--- src/rtl/uart_irq_pkg.sv ---
package uart_irq_pkg;

   // Status bit positions: software decodes these, so they are fixed.
   localparam int unsigned TX_BIT  = 0;
   localparam int unsigned RX_BIT  = 1;
   localparam int unsigned BRK_BIT = 2;
   localparam int unsigned COS_BIT = 7;

   // Default layout of the miscellaneous-command field.
   localparam int unsigned MISC_W_DEF   = 3;
   localparam int unsigned CLR_BRK_CODE = 5;

   // Selection of the receive interrupt source.
   typedef enum logic {
      RX_SRC_ANY  = 1'b0,
      RX_SRC_FULL = 1'b1
   } rx_src_e;

endpackage

--- src/rtl/uart_irq_src.sv ---
module uart_irq_src
   import uart_irq_pkg::*;
#(
   parameter int ST_W         = 8,
   parameter int MISC_W       = MISC_W_DEF,
   parameter int CLR_CODE     = CLR_BRK_CODE,
   parameter bit BRK_SET_WINS = 1'b1
) (
   input  logic              clk,
   input  logic              rst_n,
   input  logic              tx_ready,
   input  logic              rx_ready,
   input  logic              fifo_full,
   input  logic              rx_sel_full,
   input  logic              brk_pulse,
   input  logic              cmd_we,
   input  logic [MISC_W-1:0] cmd_misc,
   output logic [ST_W-1:0]   st_next,
   output logic [ST_W-1:0]   st_q
);

   localparam logic [MISC_W-1:0] CLR_VAL = MISC_W'(CLR_CODE);

   logic    brk_clr;
   logic    brk_next;
   logic    rx_src;
   rx_src_e rx_mode;

   assign brk_clr = cmd_we && (cmd_misc == CLR_VAL);
   assign rx_mode = rx_src_e'(rx_sel_full);

   always_comb begin
      unique case (rx_mode)
         RX_SRC_FULL: rx_src = fifo_full;
         default:     rx_src = rx_ready;
      endcase
   end

   // Priority between a new break and a clear in the same cycle.
   generate
      if (BRK_SET_WINS) begin : g_set_wins
         assign brk_next = brk_pulse | (st_q[BRK_BIT] & ~brk_clr);
      end else begin : g_clr_wins
         assign brk_next = (brk_pulse | st_q[BRK_BIT]) & ~brk_clr;
      end
   endgenerate

   always_comb begin
      st_next          = '0;
      st_next[TX_BIT]  = tx_ready;
      st_next[RX_BIT]  = rx_src;
      st_next[BRK_BIT] = brk_next;
      st_next[COS_BIT] = 1'b0;
   end

   always_ff @(posedge clk or negedge rst_n) begin
      if (!rst_n) st_q <= '0;
      else        st_q <= st_next;
   end

endmodule

--- src/rtl/uart_irq_mask.sv ---
module uart_irq_mask #(
   parameter int ST_W = 8
) (
   input  logic            clk,
   input  logic            rst_n,
   input  logic            mask_we,
   input  logic [ST_W-1:0] mask_wdata,
   output logic [ST_W-1:0] mask_next,
   output logic [ST_W-1:0] mask_q
);

   assign mask_next = mask_we ? mask_wdata : mask_q;

   always_ff @(posedge clk or negedge rst_n) begin
      if (!rst_n) mask_q <= '0;
      else        mask_q <= mask_next;
   end

endmodule

--- src/rtl/uart_irq_out.sv ---
module uart_irq_out #(
   parameter int ST_W = 8
) (
   input  logic            clk,
   input  logic            rst_n,
   input  logic [ST_W-1:0] st_next,
   input  logic [ST_W-1:0] mask_next,
   output logic            irq
);

   logic [ST_W-1:0] hit;
   assign hit = st_next & mask_next;

   // Registered from next-state values so the line moves with the registers.
   always_ff @(posedge clk or negedge rst_n) begin
      if (!rst_n) irq <= 1'b0;
      else        irq <= |hit;
   end

endmodule

--- src/rtl/uart_irq_ctrl.sv ---
module uart_irq_ctrl
   import uart_irq_pkg::*;
#(
   parameter int ST_W         = 8,
   parameter int MISC_W       = MISC_W_DEF,
   parameter int CLR_CODE     = CLR_BRK_CODE,
   parameter bit BRK_SET_WINS = 1'b1
) (
   input  logic              clk,
   input  logic              rst_n,
   input  logic              tx_ready,
   input  logic              rx_ready,
   input  logic              fifo_full,
   input  logic              rx_sel_full,
   input  logic              brk_pulse,
   input  logic              cmd_we,
   input  logic [MISC_W-1:0] cmd_misc,
   input  logic              mask_we,
   input  logic [ST_W-1:0]   mask_wdata,
   output logic [ST_W-1:0]   status,
   output logic [ST_W-1:0]   mask,
   output logic              irq
);

   generate
      if (ST_W <= COS_BIT) begin : g_bad_width
         $error("uart_irq_ctrl: ST_W must exceed the highest status bit index");
      end
      if (CLR_CODE >= (1 << MISC_W)) begin : g_bad_code
         $error("uart_irq_ctrl: CLR_CODE does not fit in MISC_W bits");
      end
   endgenerate

   logic [ST_W-1:0] st_next;
   logic [ST_W-1:0] mask_next;

   uart_irq_src #(
      .ST_W(ST_W), .MISC_W(MISC_W), .CLR_CODE(CLR_CODE), .BRK_SET_WINS(BRK_SET_WINS)
   ) u_src (
      .clk(clk), .rst_n(rst_n),
      .tx_ready(tx_ready), .rx_ready(rx_ready), .fifo_full(fifo_full),
      .rx_sel_full(rx_sel_full), .brk_pulse(brk_pulse),
      .cmd_we(cmd_we), .cmd_misc(cmd_misc),
      .st_next(st_next), .st_q(status)
   );

   uart_irq_mask #(.ST_W(ST_W)) u_mask (
      .clk(clk), .rst_n(rst_n),
      .mask_we(mask_we), .mask_wdata(mask_wdata),
      .mask_next(mask_next), .mask_q(mask)
   );

   uart_irq_out #(.ST_W(ST_W)) u_out (
      .clk(clk), .rst_n(rst_n),
      .st_next(st_next), .mask_next(mask_next),
      .irq(irq)
   );

endmodule

--- config.mk ---
export PLATFORM = sky130hd
export DESIGN_NAME = uart_irq_ctrl
export DESIGN_NICKNAME = d
export VERILOG_FILES = /design/src/rtl/uart_irq_pkg.sv /design/src/rtl/uart_irq_src.sv /design/src/rtl/uart_irq_mask.sv /design/src/rtl/uart_irq_out.sv /design/src/rtl/uart_irq_ctrl.sv
export SDC_FILE = /design/constraint.sdc
export NUM_CORES = 1
export LEC_CHECK = 0
export BUFFER_PORTS_ARGS = -buffer_cell sky130_fd_sc_hd__buf_2
export CAP_MARGIN = 20
export CORE_AREA = 2 2 39 41
export DETAILED_ROUTE_END_ITERATION = 6
export DIE_AREA = 0 0 41 43
export PLACE_DENSITY = 0.85
export RECOVER_POWER = 100
export REMOVE_ABC_BUFFERS = 1
export SETUP_SLACK_MARGIN = 0.2
export SLEW_MARGIN = 5
export SYNTH_ARGS = -nofsm -noshare
export SYNTH_HDL_FRONTEND = slang
export SYNTH_SLANG_ARGS = --single-unit
--- constraint.sdc ---
create_clock -name clk -period 1.87 [get_ports clk]
set_input_delay 0.374 -clock clk [delete_from_list [all_inputs] [get_ports clk]]
set_output_delay 0.374 -clock clk [all_outputs]
set_load 0.02 [all_outputs]
* Word-level counts from Yosys, hierarchy flattened
Cells that the tools add are included.
W data, S select, Z words.
** Word-level totals
- Logic and storage cells :: 12
- Bits in registers :: 12
- Output and inout port bits :: 17
** Cells by class
- Bitwise gates (word level) :: 4
- Eq/ne operators :: 1
- Mux-type cells :: 2
- Reductions and logical operators :: 2
** Operators by type and width (count)
- $and A3 B8 Y8 :: 1
- $mux W8 :: 1
- $reduce_or A8 Y1 :: 1
- $eq A3 B3 Y1 const B :: 1
- $and A1 B1 Y1 :: 1
- $logic_and A1 B1 Y1 :: 1
- $mux W1 :: 1
- $not A1 Y1 :: 1
- $or A1 B1 Y1 :: 1

* Logic depth before layout (Yosys ltp)
Gate-level depths: netlist of the first run.
- Depth after elaboration :: 7
- Gate-level depth with buffers :: 4
- Depth with buffers taken out :: 3

* By module
From an unflattened synthesis of the first run, not the netlist that was laid out.
** Unflattened totals
- Cell total of the unflattened synthesis :: 43
- Area, all modules :: 596.8 sq um
** By module, submodules not included
- uart_irq_mask :: cells each 17, seq. area each 200.2 sq um, area each 331.6 sq um, instances 1
- uart_irq_src :: cells each 20, seq. area each 75.1 sq um, area each 203.9 sq um, instances 1
- uart_irq_out :: cells each 6, seq. area each 25.0 sq um, area each 61.3 sq um, instances 1

* Least setup slack after synthesis of the first run
No wires, ideal clock.
- Path kind :: input to register
- Start :: input mask_we
- End :: register u_out.irq
- Path slack :: 0.579 ns
- Buffers on the path :: 1
- Cell stages on the path :: 4
- Setup time :: 0.126 ns
- Data arrival time :: 1.165 ns
- Cell sequence :: buf_6 > mux2_4 > and2_1 > a221o_1
** Between the ends
- Longest elaborated chain between the ends :: 3
** Ends and longest elaborated chain
- start, declared :: RTL line uart_irq_ctrl.sv:18 : input logic mask_we,
- $mux W8 :: RTL line uart_irq_mask.sv:12 : assign mask_next = mask_we ? mask_wdata : mask_q;
- net mask_next[0] :: RTL line uart_irq_ctrl.sv:35 : logic [ST_W-1:0] mask_next;
- $and A3 B8 Y8 :: RTL line uart_irq_out.sv:12 : assign hit = st_next & mask_next;
- $reduce_or A8 Y1 :: RTL line uart_irq_out.sv:17 : else irq <= |hit;
- end signal, assigned :: RTL line uart_irq_out.sv:17
- end, declared :: RTL line uart_irq_out.sv:8 : output logic irq
The timed path passes the listed nets, and every way through them passes these cells.

* Final worst setup path of the first run
Same ends and word-level chain as after synthesis.

==> flow_summary.toml, run 1 <==
[run_status]
status = "finished clean"

[yosys]
synth.area.mux_share = 0.2143
yosys-top-cells-area = "dfrtp_1 61%, mux2_2 18%, buf_4 7.7%"
synth_compound_area_frac = 0.03571
synth_commonest_cells = "12 x dfrtp_1, 8 x mux2_2, 5 x buf_4"
netlist_area_sq_um = 490.5
synth_top_area_share = 0.6122
synth-main-ff-cell = "dfrtp_1"
async_reset_ff_frac = 1.000
synth-edff-count = 0
synthSimpleGateAreaFrac = 0.03061
synthAdderAreaFrac = 0
synth_area_per_cell_sq_um = 15.33
synthCells = 32
synth_top_family_by_area = "multiplexers"
seq_area_frac_synth = 0.6122
synth.distinct_cells = 10
yosysTopAreaCell = "dfrtp_1"
ys_seq_elements = 12
synth-xor-area-share = 0
post-synth-top-count-cell = "dfrtp_1"
yosys_warnings = 0

[placement]
dpl_worst_slack_ns = 0.4557
place_congestion = 0.7156
dpl_cell_area_sq_um = 631.9
io_buffers = 31

[hold_path]
min_path_type = "input pin to flop"

[cts]
cts_num_sinks = 12
clk_latency_ns = 0.26
clockBufferDepth = 2
clk_pin_slew_ns = 0.07
cts_setup_buffers = 0
cts_tree = "yes"
cts_root_buffer = "clkbuf_4"
numCtsBuffers = 3
h-tree-depth = 1

[critical_path]
crit_path_cell_trace = "clkbuf_1 -> mux2_1 -> and2_1 -> a221o_1"
crit_path_max_fanout = 8
worst-path-buf-inv = 1
critPathCaptureType = "flop"
arrival_ns = 1.49
cp_slowest_stage_delay_ns = 0.39
critical-path-slowest-cell = "mux2_1"
worst_path_dominant_cell_family = "multiplexers"
crit_type = "input pin to flop"
required_ns = 2.02
startpoint_type = "input pin"

[grt]
grt_pass1_vias = 344
antenna_found_initial = 0
grt_max_degree = 13
overflow = 0
busiest_layer = "met2"
use_met2 = 0.2281
met1_usage = 0.1007
grt_pass1_wl_um = 1366
met3_usage = 0.03141
grt_util_all_layers = 0.1200

[floorplanning]
die_area_sq_um = 1763
start_util = 0.3544
ioPinCount = 37
fp.dieW_um = 41
die_height_um = 43
core_sq_um = 1384
row_count = 14

[route]
firstDrtPassIters = 4
routed_wl_um = 1024
antenna_left = 0
via_per_inst = 4.457
vias = 361
drc = 0
avgRoutedWirePerCell_um = 12.64
drt-initial-drc-count = 7

[layout]
syn2layout_area_growth_pct = 31.12
nets = 87
nFillCells = 138
postLayoutCellArea_sq_um = 643.1
n_antenna_cell = 0
layout-drive-gt1-share = 0.3846

[sta]
maxSlewHeadroom = 0.5881
tightest_slew_ns = 0.6178
maxSlewViolCount = 0
rsz0062_at_grt = "false"
fmax_mhz = 745.0
hold_ws_ns = 0.2312
postLayoutSetupSlackWorst_ns = 0.5277
finalCriticalPeriod_ns = 1.342
skew_ns = 0.005773
post-route-period-util = 0.7178
setup_violations = 0
hold_viol = 0
setup_tns_ns = 0

[power]
swShare = 0.2819
p_sw_uw = 156.8
clkPwrFrac = 0.270
p_seq_frac = 0.527
vdd_ir_drop_max_mv = 0.3420
power.internal_uw = 399.4
p_comb_frac = 0.202
p_per_area_nw_per_um2 = 864.9
leakage_uw = 0.0002989

[flow_run]
drv_cap = 0
[sequential cells by signal (all words and copies together), names as in the netlist]
register,count
u_src.st_q,3
u_out.irq,1
u_mask.mask_q,8
[kinds of logic after synthesis]
logic type	count (synthesis)
mux	9
other cells	1
compound gates	2
flops	12
simple gates	2
buf+inv	6
[metrics by stage]
stage                       util  std cells  power [uW]
after floorplan                -         30       364.8
after global placement    0.4566         77       416.8
after detailed placement  0.4566         77       420.5
after CTS                 0.4801         81       570.7
after global routing      0.4647         81       583.1
final                     0.4647         81       556.3
[area by class of cell]
| class | instances | area [sq um] | area share |
|---|---|---|---|
| flip-flops and latches | 12 | 300.3 | 0.4669 |
| multi-input cells | 18 | 152.6 | 0.2374 |
| clock buffers | 3 | 22.52 | 0.03502 |
| repair buffers | 32 | 147.6 | 0.2296 |
| well taps | 16 | 20.02 | 0.03113 |
[cells in the final DEF (no fill, tap or decap)]
cell type / instances
and2_1: 1
mux2_2: 5
a221o_1: 1
dlygate4sd3_1: 1
conb_1: 5
clkbuf_4: 3
a21o_1: 1
nand4b_1: 1
buf_2: 17
clkbuf_1: 14
dfrtp_1: 12
mux2_1: 4
[power groups by stage]
| stage | registers (uW) | logic [uW] | clock network (uW) |
|---|---|---|---|
| CTS | 293 | 124 | 154 |
| detailed placement | 298 | 123 | 0 |
| floorplan | 328 | 36.4 | 0 |
| finish | 293 | 113 | 150 |
| global route | 295 | 121 | 167 |
| global placement | 297 | 120 | 0 |
[timing repair]
item                                   in CTS  in global routing
endpoints found under the hold margin      12                  0
gates resized for setup                     0                  0
hold buffers                                1                  0
[final timing paths]
check	start	endpoint	slack, ns	cells past startpoint
setup / recovery	mask_we	u_out.irq	0.53	4
hold / removal	tx_ready	u_src.st_q[0]	0.23	1
setup reg to reg	u_mask.mask_q[0]	u_out.irq	0.66	3
hold reg to reg	u_mask.mask_q[3]	u_mask.mask_q[3]	0.51	1
max in group asynchronous	rst_n	u_mask.mask_q[5]	0.80	2
min in group asynchronous	rst_n	u_mask.mask_q[0]	0.66	2
[metal layers]
metal	share of wire	wire length [um]
met5	0	0
met4	0.021	21
met3	0.051	52
met2	0.58	589
met1	0.35	360
Note: power is estimated with default switching activity, not from simulation.
==> inputs of run 2 (changes only) <==
Settings changed: CORE_AREA 2 2 39 41 to 2 2 40 42, DIE_AREA 0 0 41 43 to 0 0 42 44, PLACE_DENSITY 0.85 to 0.81.
Clock period 1.87 ns to 1.4 ns, I/O delays scaled along.
==> run 2 against run 1 <==
Net effect: clock skew is 0.0037 ns lower; power is 34% higher; global-route usage fell by 0.73 points; first-iteration DRC count is 100% lower; die area is 4.8% higher; routed wire length down 4.8%; sequential share of layout area shrank 0.80 points; critical path depth down 1.
==> flow_summary.toml, run 2 (synthesis results as in run 1) <==
[run_status]
status = "finished clean"

[critical_path]
crit_path_cell_trace = "mux2_1 -> and2_0 -> a221o_1"
critical-path-slowest-cell = "dfrtp_1"
r2r_cells = 3
crit_type = "flop to flop"
required_ns = 1.55
crit_path_max_fanout = 2
r2r_slack_ns = 0.21
arrival_ns = 1.34
r2r-start = "u_mask.mask_q[0]"
startpoint_type = "flop"
rr_endpoint = "u_out.irq"
cp_slowest_stage_delay_ns = 0.38
critPathCaptureType = "flop"

[floorplanning]
row_count = 14
die_area_sq_um = 1848
fp.dieW_um = 42
ioPinCount = 37
die_height_um = 44
start_util = 0.3457
core_sq_um = 1419

[layout]
nFillCells = 148
final_cell_mix = "17 x buf_2, 15 x clkbuf_1, 12 x dfrtp_1"
layout-drive-gt1-share = 0.4179
regMostFlops = "u_mask.mask_q"
nets = 89
syn2layout_area_growth_pct = 33.42
final_common_cell = "buf_2"
n_antenna_cell = 0
top_regs = "u_mask.mask_q: 8 flops, u_src.st_q: 3 flops, u_out.irq: 1 flops"
largest_reg_flops = 8

[grt]
grt_pass1_vias = 341
antenna_found_initial = 0
grt_max_degree = 13
overflow = 0
grt_util_all_layers = 0.1128
grt_pass1_wl_um = 1511

[cts]
cts_tree = "yes"
cts_root_buffer = "clkbuf_4"
h-tree-depth = 1
cts_num_sinks = 12
clk_latency_ns = 0.26
clk_pin_slew_ns = 0.07
numCtsBuffers = 3
clockBufferDepth = 2

[sta]
hold_viol = 0
skew_ns = 0.002025
tightest_slew_ns = 0.6304
setup_tns_ns = 0
hold_ws_ns = 0.1384
maxSlewHeadroom = 0.5797
rsz0062_at_grt = "false"
finalCriticalPeriod_ns = 1.191
maxSlewViolCount = 0
fmax_mhz = 839.6
post-route-period-util = 0.8507
setup_violations = 0

[hold_path]
whs_path_depth = 1
hold_end = "u_src.st_q[0]"
hold_start = "tx_ready"
min_path_type = "input pin to flop"

[flow_run]
drv_cap = 0

[route]
vias = 348
firstDrtPassIters = 1
routed_wl_um = 975
drt-initial-drc-count = 0
antenna_left = 0
via_per_inst = 4.193
drc = 0
avgRoutedWirePerCell_um = 11.75

[power]
p_per_area_nw_per_um2 = 1136
vdd_ir_drop_max_mv = 0.4520
leakage_uw = 0.0003040

[placement]
io_buffers = 31
dpl.hpwl_um = 808
place_congestion = 0.5834
==> run 2: cell types whose count changed in the layout (fill, tap and decap cells not counted), sizes merged <==
cell	before	now
buf	17	18
clkbuf	17	18
==> run 2: worst max path at each step <==
stage | depth (start not counted) | endpoint | from | slack, ns
detailed placement | 4 | u_out.irq | mask_we | 0.10
finish | 3 | u_out.irq | u_mask.mask_q[0] | 0.21
CTS | 3 | u_out.irq | u_mask.mask_q[0] | 0.21
floorplan | 3 | u_out.irq | u_mask.mask_q[0] | 0.17
global route | 3 | u_out.irq | u_mask.mask_q[0] | 0.16
global placement | 4 | u_out.irq | mask_we | 0.14
==> run 2: layer usage <==
| metal | wire length [um] | global-route usage | up-vias | part of all wire |
|---|---|---|---|---|
| li1 | - | - | 173 | - |
| met1 | 398 | 0.1410 | 160 | 0.41 |
| met2 | 513 | 0.1813 | 15 | 0.53 |
| met3 | 63 | 0.02917 | 0 | 0.065 |
| met4 | 0 | 0.05806 | 0 | 0 |
| met5 | 0 | 0 | - | 0 |
==> run 2: layout make-up <==
type / count / area, sq um / share of cell area
Sequential cell: 12 / 300.3 / 0.4589
Timing Repair Buffer: 34 / 158.9 / 0.2428
Clock buffer: 3 / 22.52 / 0.03442
Tap cell: 16 / 20.02 / 0.03059
Multi-Input combinational cell: 18 / 152.6 / 0.2333
==> run 2: metrics by stage <==
stage | worst slack [ns] | area, sq um | power [uW] | utilization | std cells
floorplan | 0.1675 | 456.7 | 487.2 | - | 30
finish | 0.2090 | 654.4 | 743.4 | 0.4612 | 83
detailed placement | 0.1005 | 639.4 | 563.5 | 0.4506 | 78
CTS | 0.2111 | 671.9 | 766.4 | 0.4735 | 82
global route | 0.1561 | 654.4 | 781.1 | 0.4612 | 83
global placement | 0.1437 | 639.4 | 559.1 | 0.4506 | 78
==> run 2: timing repair <==
item	4_1_cts	5_1_grt
endpoints found under the hold margin	12	0
gates resized for setup	0	1
buffers inserted	0	1
setup endpoints to repair	0	1
hold buffers	1	0
==> run 2: critical path: cells and delay by family (launching register included) <==
kind             cells  cell delay, ns
flip-flops           1            0.38
multiplexers         1            0.29
AO/OA/AOI/OAI        1            0.25
AND/OR/NAND/NOR      1            0.15
==> run 2: power breakdown <==
group / internal (uW) / switching [uW]
clock network: 99.1 / 98.2
registers: 378 / 13.0
logic: 61.5 / 93.6
